--- config.mk ---
export PLATFORM = sky130hd
export DESIGN_NAME = imm_exec_unit
export DESIGN_NICKNAME = d
export VERILOG_FILES = /design/src/rtl/iex_pkg.sv /design/src/rtl/iex_decode.sv /design/src/rtl/iex_shifter.sv /design/src/rtl/iex_upper.sv /design/src/rtl/imm_exec_unit.sv
export SDC_FILE = /design/constraint.sdc
export NUM_CORES = 1
export LEC_CHECK = 0
export BUFFER_PORTS_ARGS = -buffer_cell sky130_fd_sc_hd__buf_2
export CAP_MARGIN = 20
export CORE_MARGIN = 2
export CORE_UTILIZATION = 30
export DETAILED_ROUTE_END_ITERATION = 6
export PLACE_DENSITY_LB_ADDON = 0.1
export SETUP_SLACK_MARGIN = 0.05
export SYNTH_ARGS = -nofsm -noshare
export SYNTH_HDL_FRONTEND = slang
export SYNTH_SLANG_ARGS = --single-unit
--- constraint.sdc ---
create_clock -name vclk -period 7.4
set_input_delay 0 -clock vclk [all_inputs]
set_output_delay 0 -clock vclk [all_outputs]
set_load 0.05 [all_outputs]
--- src/rtl/iex_pkg.sv ---
package iex_pkg;

    localparam logic [6:0] OPC_IMM    = 7'b0010011;
    localparam logic [6:0] OPC_IMM_W  = 7'b0011011;
    localparam logic [6:0] OPC_LDUP   = 7'b0110111;
    localparam logic [6:0] OPC_PCUP   = 7'b0010111;

    localparam logic [2:0] F3_ADD     = 3'b000;
    localparam logic [2:0] F3_SHL     = 3'b001;
    localparam logic [2:0] F3_SHR     = 3'b101;

    typedef enum logic [3:0] {
        IEX_NONE,
        IEX_SHL,
        IEX_SHR_LOG,
        IEX_SHR_ARI,
        IEX_ADDW,
        IEX_SHLW,
        IEX_SHRW_LOG,
        IEX_SHRW_ARI,
        IEX_LDUP,
        IEX_PCUP,
        IEX_RSVD
    } iex_op_e;

    typedef struct packed {
        iex_op_e     op;
        logic [5:0]  shamt;
        logic [11:0] imm12;
        logic [19:0] uimm;
    } iex_dec_t;

endpackage

--- src/rtl/iex_decode.sv ---
module iex_decode
    import iex_pkg::*;
#(
    parameter int ILEN = 32
) (
    input  logic [ILEN-1:0] instr_i,
    output iex_dec_t        dec_o
);

    logic [6:0] opcode;
    logic [2:0] funct3;
    logic [5:0] top6;
    logic [6:0] top7;
    iex_op_e    kind;

    assign opcode = instr_i[6:0];
    assign funct3 = instr_i[14:12];
    assign top6   = instr_i[31:26];
    assign top7   = instr_i[31:25];

    always_comb begin
        kind = IEX_NONE;
        unique case (opcode)
            OPC_IMM: begin
                if (funct3 == F3_SHL && top6 == 6'b000000) begin
                    kind = IEX_SHL;
                end else if (funct3 == F3_SHR && top6 == 6'b000000) begin
                    kind = IEX_SHR_LOG;
                end else if (funct3 == F3_SHR && top6 == 6'b010000) begin
                    kind = IEX_SHR_ARI;
                end
            end
            OPC_IMM_W: begin
                if (funct3 == F3_ADD) begin
                    kind = IEX_ADDW;
                end else if (funct3 == F3_SHL || funct3 == F3_SHR) begin
                    if (instr_i[25]) begin
                        kind = IEX_RSVD;
                    end else if (funct3 == F3_SHL && top7 == 7'b0000000) begin
                        kind = IEX_SHLW;
                    end else if (funct3 == F3_SHR && top7 == 7'b0000000) begin
                        kind = IEX_SHRW_LOG;
                    end else if (funct3 == F3_SHR && top7 == 7'b0100000) begin
                        kind = IEX_SHRW_ARI;
                    end
                end
            end
            OPC_LDUP: kind = IEX_LDUP;
            OPC_PCUP: kind = IEX_PCUP;
            default:  kind = IEX_NONE;
        endcase
    end

    assign dec_o.op    = kind;
    assign dec_o.shamt = instr_i[25:20];
    assign dec_o.imm12 = instr_i[31:20];
    assign dec_o.uimm  = instr_i[31:12];

endmodule

--- src/rtl/iex_shifter.sv ---
module iex_shifter #(
    parameter int W   = 64,
    parameter int SHW = $clog2(W)
) (
    input  logic [W-1:0]   value_i,
    input  logic [SHW-1:0] shamt_i,
    input  logic           left_i,
    input  logic           arith_i,
    output logic [W-1:0]   result_o
);

    logic [W-1:0] flipped_in;
    logic [W-1:0] flipped_out;
    logic         fill;
    logic [W-1:0] stg [SHW+1];

    always_comb begin
        for (int i = 0; i < W; i++) begin
            flipped_in[i] = value_i[W-1-i];
        end
    end

    assign fill   = arith_i & ~left_i & value_i[W-1];
    assign stg[0] = left_i ? flipped_in : value_i;

    for (genvar k = 0; k < SHW; k++) begin : g_stage
        localparam int D = 2 ** k;
        assign stg[k+1] = shamt_i[k] ? {{D{fill}}, stg[k][W-1:D]} : stg[k];
    end

    always_comb begin
        for (int i = 0; i < W; i++) begin
            flipped_out[i] = stg[SHW][W-1-i];
        end
    end

    assign result_o = left_i ? flipped_out : stg[SHW];

endmodule

--- src/rtl/iex_upper.sv ---
module iex_upper #(
    parameter int XLEN = 64,
    parameter int UW   = 20,
    parameter int LOW  = 12
) (
    input  logic [UW-1:0]   uimm_i,
    input  logic [XLEN-1:0] pc_i,
    input  logic            add_pc_i,
    output logic [XLEN-1:0] result_o
);

    localparam int VW = UW + LOW;

    logic [VW-1:0]   word;
    logic [XLEN-1:0] wide;

    assign word     = {uimm_i, {LOW{1'b0}}};
    assign wide     = {{(XLEN-VW){word[VW-1]}}, word};
    assign result_o = add_pc_i ? (pc_i + wide) : wide;

endmodule

--- src/rtl/imm_exec_unit.sv ---
module imm_exec_unit
    import iex_pkg::*;
#(
    parameter int XLEN = 64,
    parameter int WLEN = 32,
    parameter int ILEN = 32
) (
    input  logic [ILEN-1:0] instr_i,
    input  logic [XLEN-1:0] rs1_i,
    input  logic [XLEN-1:0] pc_i,
    output logic [XLEN-1:0] rd_o,
    output logic            valid_o,
    output logic            reserved_o
);

    localparam int XSH = $clog2(XLEN);
    localparam int WSH = $clog2(WLEN);
    localparam int IMW = 12;

    iex_dec_t        dec;
    logic [XLEN-1:0] sh_x;
    logic [WLEN-1:0] sh_w;
    logic [WLEN-1:0] sum_w;
    logic [XLEN-1:0] upper_x;
    logic [XLEN-1:0] res;
    logic            ok;

    function automatic logic [XLEN-1:0] widen(input logic [WLEN-1:0] w);
        return {{(XLEN-WLEN){w[WLEN-1]}}, w};
    endfunction

    iex_decode #(.ILEN(ILEN)) u_dec (
        .instr_i (instr_i),
        .dec_o   (dec)
    );

    iex_shifter #(.W(XLEN), .SHW(XSH)) u_shx (
        .value_i  (rs1_i),
        .shamt_i  (dec.shamt[XSH-1:0]),
        .left_i   (dec.op == IEX_SHL),
        .arith_i  (dec.op == IEX_SHR_ARI),
        .result_o (sh_x)
    );

    iex_shifter #(.W(WLEN), .SHW(WSH)) u_shw (
        .value_i  (rs1_i[WLEN-1:0]),
        .shamt_i  (dec.shamt[WSH-1:0]),
        .left_i   (dec.op == IEX_SHLW),
        .arith_i  (dec.op == IEX_SHRW_ARI),
        .result_o (sh_w)
    );

    iex_upper #(.XLEN(XLEN), .UW(20), .LOW(12)) u_up (
        .uimm_i   (dec.uimm),
        .pc_i     (pc_i),
        .add_pc_i (dec.op == IEX_PCUP),
        .result_o (upper_x)
    );

    assign sum_w = rs1_i[WLEN-1:0] + {{(WLEN-IMW){dec.imm12[IMW-1]}}, dec.imm12};

    always_comb begin
        res = '0;
        ok  = 1'b1;
        unique case (dec.op)
            IEX_SHL, IEX_SHR_LOG, IEX_SHR_ARI:    res = sh_x;
            IEX_ADDW:                             res = widen(sum_w);
            IEX_SHLW, IEX_SHRW_LOG, IEX_SHRW_ARI: res = widen(sh_w);
            IEX_LDUP, IEX_PCUP:                   res = upper_x;
            default: begin
                res = '0;
                ok  = 1'b0;
            end
        endcase
    end

    assign rd_o       = res;
    assign valid_o    = ok;
    assign reserved_o = (dec.op == IEX_RSVD);

endmodule

* Word-level counts from Yosys, hierarchy flattened
Index checks and enable logic that the tools add are counted.
** Storage, ports and cells
- Bits in registers :: 0
- Input bits :: 160
- Output and inout bits :: 66
- Logic and storage cells :: 68
** Cells by class
- Add/sub/neg operators :: 2
- Eq/ne operators :: 18
- Multiplexer cells :: 28
- Bitwise operators :: 6
- Reductions and logical operators :: 14
** Operator list (count)
- $mux 64 :: 9
- $pmux 64 s4 :: 1
- $mux 32 :: 7
- $add 64x64->64 :: 1
- $add 32x32->32 :: 1
- $mux 4 :: 7
- $eq 7x5->1 const B :: 3
- $eq 4x3->1 const B :: 4
- $pmux 4 s4 :: 1
- $eq 7x6->1 const B :: 2
- $eq 4x4->1 const B :: 3
- $reduce_or 9->1 :: 1
- $eq 4x2->1 const B :: 2
- $logic_not 7->1 :: 1
- $eq 6x5->1 const B :: 1
- $logic_and 1x1->1 :: 6
- $logic_not 6->1 :: 1
- $reduce_or 3->1 :: 2
- $and 1x1->1 :: 4
- $eq 4x1->1 const B :: 1
- $eq 3x1->1 const B :: 1
- $eq 3x3->1 const B :: 1
- $logic_not 3->1 :: 1
- $mux 3 :: 1
- 5 further kinds :: 6

* Longest topological paths before layout
- Word-level depth :: 21
- Mapped depth :: 15
- Gate-level depth less buffers :: 14

* Hierarchy
A second synthesis with hierarchy kept.
** Second synthesis, totals
- Cell total of the unflattened synthesis :: 2262
- Area total of the unflattened synthesis :: 17249.0 um2
** Modules (own cells, without submodules)
- iex_shifter (u_shx) :: instances 1, cells each 777, area each 6715.2 um2, seq. area each 0.0 um2
- iex_upper :: instances 1, cells each 558, area each 3746.1 um2, seq. area each 0.0 um2
- iex_shifter (u_shw) :: instances 1, cells each 461, area each 3594.7 um2, seq. area each 0.0 um2
- imm_exec_unit :: instances 1, cells each 408, area each 2753.9 um2, seq. area each 0.0 um2
- iex_decode :: instances 1, cells each 58, area each 439.2 um2, seq. area each 0.0 um2

* Least setup slack after synthesis
No wires, ideal clock.
- Path kind :: input to output
- Start :: input instr_i[12]
- End :: output rd_o[52]
- Data arrival time :: 4049 ps
- Data required time :: 7400 ps
- Setup slack :: 3351 ps
- Cell stages on the path :: 12
- Buffers on the path :: 2
- Path through :: buf_4 -> nor4b_2 -> nand3_1 -> or4_4 -> buf_6 -> mux4_2 -> a22o_1 -> a221oi_1 -> a221o_1 -> a21oi_1 -> a21oi_1 -> o311ai_0
** On the way
- Longest elaborated chain between the ends :: 21
- Elaborated cells on any way between the ends :: 56
- Those cells by class :: 1 x add/sub; 11 x eq/ne; 27 x mux; 6 x bitwise; 11 x reduce/logical
** RTL lines
- start, declared :: line imm_exec_unit.sv:8 : input logic [ILEN-1:0] instr_i,
- $eq 3x3->1
- $logic_and 1x1->1 :: line iex_decode.sv:43 : end else if (funct3 == F3_SHR && top7 == 7'b0100000) begin
- $mux 3 :: line iex_decode.sv:43
- $mux 4 :: line iex_decode.sv:41 : end else if (funct3 == F3_SHR && top7 == 7'b0000000) begin
- $mux 4 :: line iex_decode.sv:39 : end else if (funct3 == F3_SHL && top7 == 7'b0000000) begin
- $mux 4 :: line iex_decode.sv:37 : if (instr_i[25]) begin
- $mux 4 :: line iex_decode.sv:36 : end else if (funct3 == F3_SHL || funct3 == F3_SHR) begin
- $mux 4 :: line iex_decode.sv:34 : if (funct3 == F3_ADD) begin
- $pmux 4 s4 :: line iex_decode.sv:23 : unique case (opcode)
- $eq 4x1->1 :: line imm_exec_unit.sv:40, imm_exec_unit.sv:65
- $not 1->1 :: line iex_shifter.sv:23 : assign fill = arith_i & ~left_i & value_i[W-1];
- $and 1x1->1 (2 in a row) :: line iex_shifter.sv:23
- $mux 64 (6 in a row) :: line iex_shifter.sv:28 : assign stg[k+1] = shamt_i[k] ? {{D{fill}}, stg[k][W-1:D]} : stg[k];
- $mux 64 :: line iex_shifter.sv:37 : assign result_o = left_i ? flipped_out : stg[SHW];
- $pmux 64 s4 * :: line imm_exec_unit.sv:65 : unique case (dec.op)
- end, declared :: line imm_exec_unit.sv:11 : output logic [XLEN-1:0] rd_o,
Every way passes the cells marked *; elsewhere a longest branch is shown, timed or not.

* Worst setup path in the final report
- Start :: input instr_i[5]
- End :: output rd_o[10]
** On the way
- Longest elaborated chain between the ends :: 14
- Elaborated cells on any way between the ends :: 40
- Those cells by class :: 13 x eq/ne; 18 x mux; 6 x bitwise; 3 x reduce/logical
** RTL lines (line)
- $eq 7x5->1 or $eq 7x6->1 (tied branches) :: iex_decode.sv:23
- $pmux 4 s4 * :: iex_decode.sv:23
- $eq 4x1->1 :: imm_exec_unit.sv:40, imm_exec_unit.sv:65
- $not 1->1 :: iex_shifter.sv:23
- $and 1x1->1 (2 in a row) :: iex_shifter.sv:23
- $mux 64 (6 in a row) :: iex_shifter.sv:28
- $mux 64 :: iex_shifter.sv:37
- $pmux 64 s4 * :: imm_exec_unit.sv:65
Marks and branches as above.

==> results.toml <==
[place]
portBuffers = 221
dpl_cell_area_sq_um = 15720
place.detailed.hpwl_um = 68560
place_congestion = 0.9784

[critical_path]
critical-path-max-stage-delay_ns = 0.96
crit_path_end = "rd_o[10]"
crit_type = "primary input to output port"
cp_num_buf_inv = 3
start_kind = "primary input"
crit_required_ns = 7.40
cp_max_fo = 30
cp_common_cell = "o21ai_0"
cp_slowest_cell = "nor2_1"
worstSetupEndpointType = "output port"
startpoint = "instr_i[5]"
crit_chain = "buf_2 > or4b_4 > nor3_2 > buf_4 > nand3_1 > nor2_1 > a21oi_1 > nor2_1 > o211ai_1 > o21ai_0 > o21ai_0 > a31oi_1 > o21ai_0 > buf_2"
critical_path_depth = 14
arrival_ns = 5.28
critical-path-top-delay-family = "simple AND/OR/NAND/NOR gates"

[layout]
fin_util_pct = 33.80
multiInputGateArea_sq_um = 13410
postLayoutCellArea_sq_um = 15740
ff_latch_area_sq_um = 0
drive_above_1_share_pct = 18.91
nets = 2446
nClkBuffers = 0
n_fill_cell = 5177
seq_cells = 0
syn_to_final_growth_pct = 11.00

[global_routing]
grt_pass1_vias = 17850
grt_overflow = 0
grt_pass1_wl_um = 123600
antenna_found_initial = 1
track_usage_pct = 33.26
grt_max_degree = 64

[yosys]
netlist.area_leader.share_pct = 11.76
yosysSeqAreaShare_pct = 0
synth_compound_area_share_pct = 41.32
synth_top_area_cell = "mux4_2"
ys_types = 94
netlist_area_sq_um = 14180
synth-warning-count = 0
synth.avg_cell_area_sq_um = 6.751
synth_cells = 2100
synth_top_family_by_area = "compound AO/OA/AOI/OAI gates"
syn-num-nets = 2344
synth-xor-area-share_pct = 4.510
synthAdderAreaFrac_pct = 7.520
synth.area.top_cells = "mux4_2, nand2_1, ha_1, o21ai_0, a21oi_1"
synthMuxAreaShare_pct = 17.20
synth-simple-area-share_pct = 23.66

[sta]
layout_min_cycle_time_ns = 5.278
slew_headroom_pct = 18.21
rsz0062_at_grt = "no"
setup_tns_ns = 0
final-setup-viol-count = 0
hold-worst-slack_ns = 0.4745
max_freq_mhz = 189.5
slew_viol_final = 0
tightest_slew_ns = 1.227
hold_viol = 0
min_period_over_period_pct = 71.32

[floorplan]
core_sq_um = 46560
die-area_sq_um = 49010
die_w_um = 221.4
rows = 79
io_pins = 226
dieHeight_um = 221.4
initial_core_util_pct = 30.45

[routing]
drc = 0
dr.pass1.iters = 6
drtAntennaViolNets = 0
drtIter0Drc = 2083
vias = 18939
wl_per_cell_um = 30.59
via_per_inst = 6.745
routed_wl_um = 85890

[run]
maxCapViolations = 0

[clocking]
cts_resized = 0
postCtsSetupRepairBufs = 0
cts_hold_buffers = 0

[status]
status = "finished clean"

[min_path]
hold_class = "primary input to output port"
==> layout by cell type (no fill, tap or decap), types with 31 or more instances in the layout <==
master	instances
nand2_1	307
buf_2	220
o21ai_0	189
a21oi_1	168
nor2_1	168
ha_1	82
mux4_2	74
nand3_1	72
a22oi_1	52
mux2i_1	52
xnor2_1	47
a211oi_1	46
buf_4	42
a21o_1	38
o22ai_1	38
a221oi_1	35
o221ai_1	35
inv_1	33
nor3_1	33
a22o_1	31
==> worst min-delay path by stage <==
| stage | start | end | slack, ns | depth (start not counted) |
|---|---|---|---|---|
| 2_1_floorplan | instr_i[31] | rd_o[63] | 0.37 | 2 |
| 3_3_place_gp | pc_i[0] | rd_o[0] | 0.48 | 4 |
| 3_5_place_dp | pc_i[0] | rd_o[0] | 0.47 | 4 |
| 4_1_cts | pc_i[0] | rd_o[0] | 0.47 | 4 |
| 5_1_grt | pc_i[0] | rd_o[0] | 0.50 | 4 |
| 6_report | pc_i[0] | rd_o[0] | 0.47 | 4 |
==> routing by layer <==
layer	GRT usage (%)	vias to the layer above	part of all wire [%]
met2	54.21	1079	45
met1	44.51	9266	41
met5	0	-	0.0093
met3	4.953	163	8.7
met4	11.80	2	4.4
li1	-	8429	-
==> synth_stat cells, types with 10 or more instances <==
library cell	count
a211o_1	17
a211oi_1	46
a21o_1	38
a21oi_1	169
a221o_1	16
a221oi_1	35
a22o_1	31
a22oi_1	52
a31oi_1	30
and2_1	19
and3_1	22
buf_1	18
clkbuf_1	129
ha_1	82
inv_1	33
mux2_2	21
mux2i_1	52
mux4_2	74
nand2_1	307
nand2b_1	13
nand3_1	72
nand4_1	16
nor2_1	171
nor3_1	35
o211ai_1	27
o21a_1	22
o21ai_0	189
o21bai_1	18
o221ai_1	35
o22ai_1	38
o31ai_1	10
or2_2	18
or3_1	10
xnor2_1	47
xor2_1	26
==> metrics by stage <==
stage,setup WS (ns),cells
floorplan,3.351,2100
global placement,2.422,2806
detailed placement,2.436,2806
CTS,2.409,2806
global route,2.014,2807
finish,2.122,2808
==> cell families (layout without fill, tap and decap cells) <==
| family | after synthesis | in the layout |
|---|---|---|
| buf+inv | 199 | 299 |
| compound gates | 864 | 864 |
| fa+ha+maj | 84 | 84 |
| other cells | 0 | 1 |
| xor+xnor | 73 | 73 |
| mux | 148 | 148 |
| simple gates | 732 | 732 |
==> area by class of cell <==
type | instances | area share [%]
multi-input cells | 1901 | 85.22
diodes | 1 | 0.01590
repair buffers | 263 | 9.081
inverters | 36 | 0.8588
well taps | 607 | 4.827
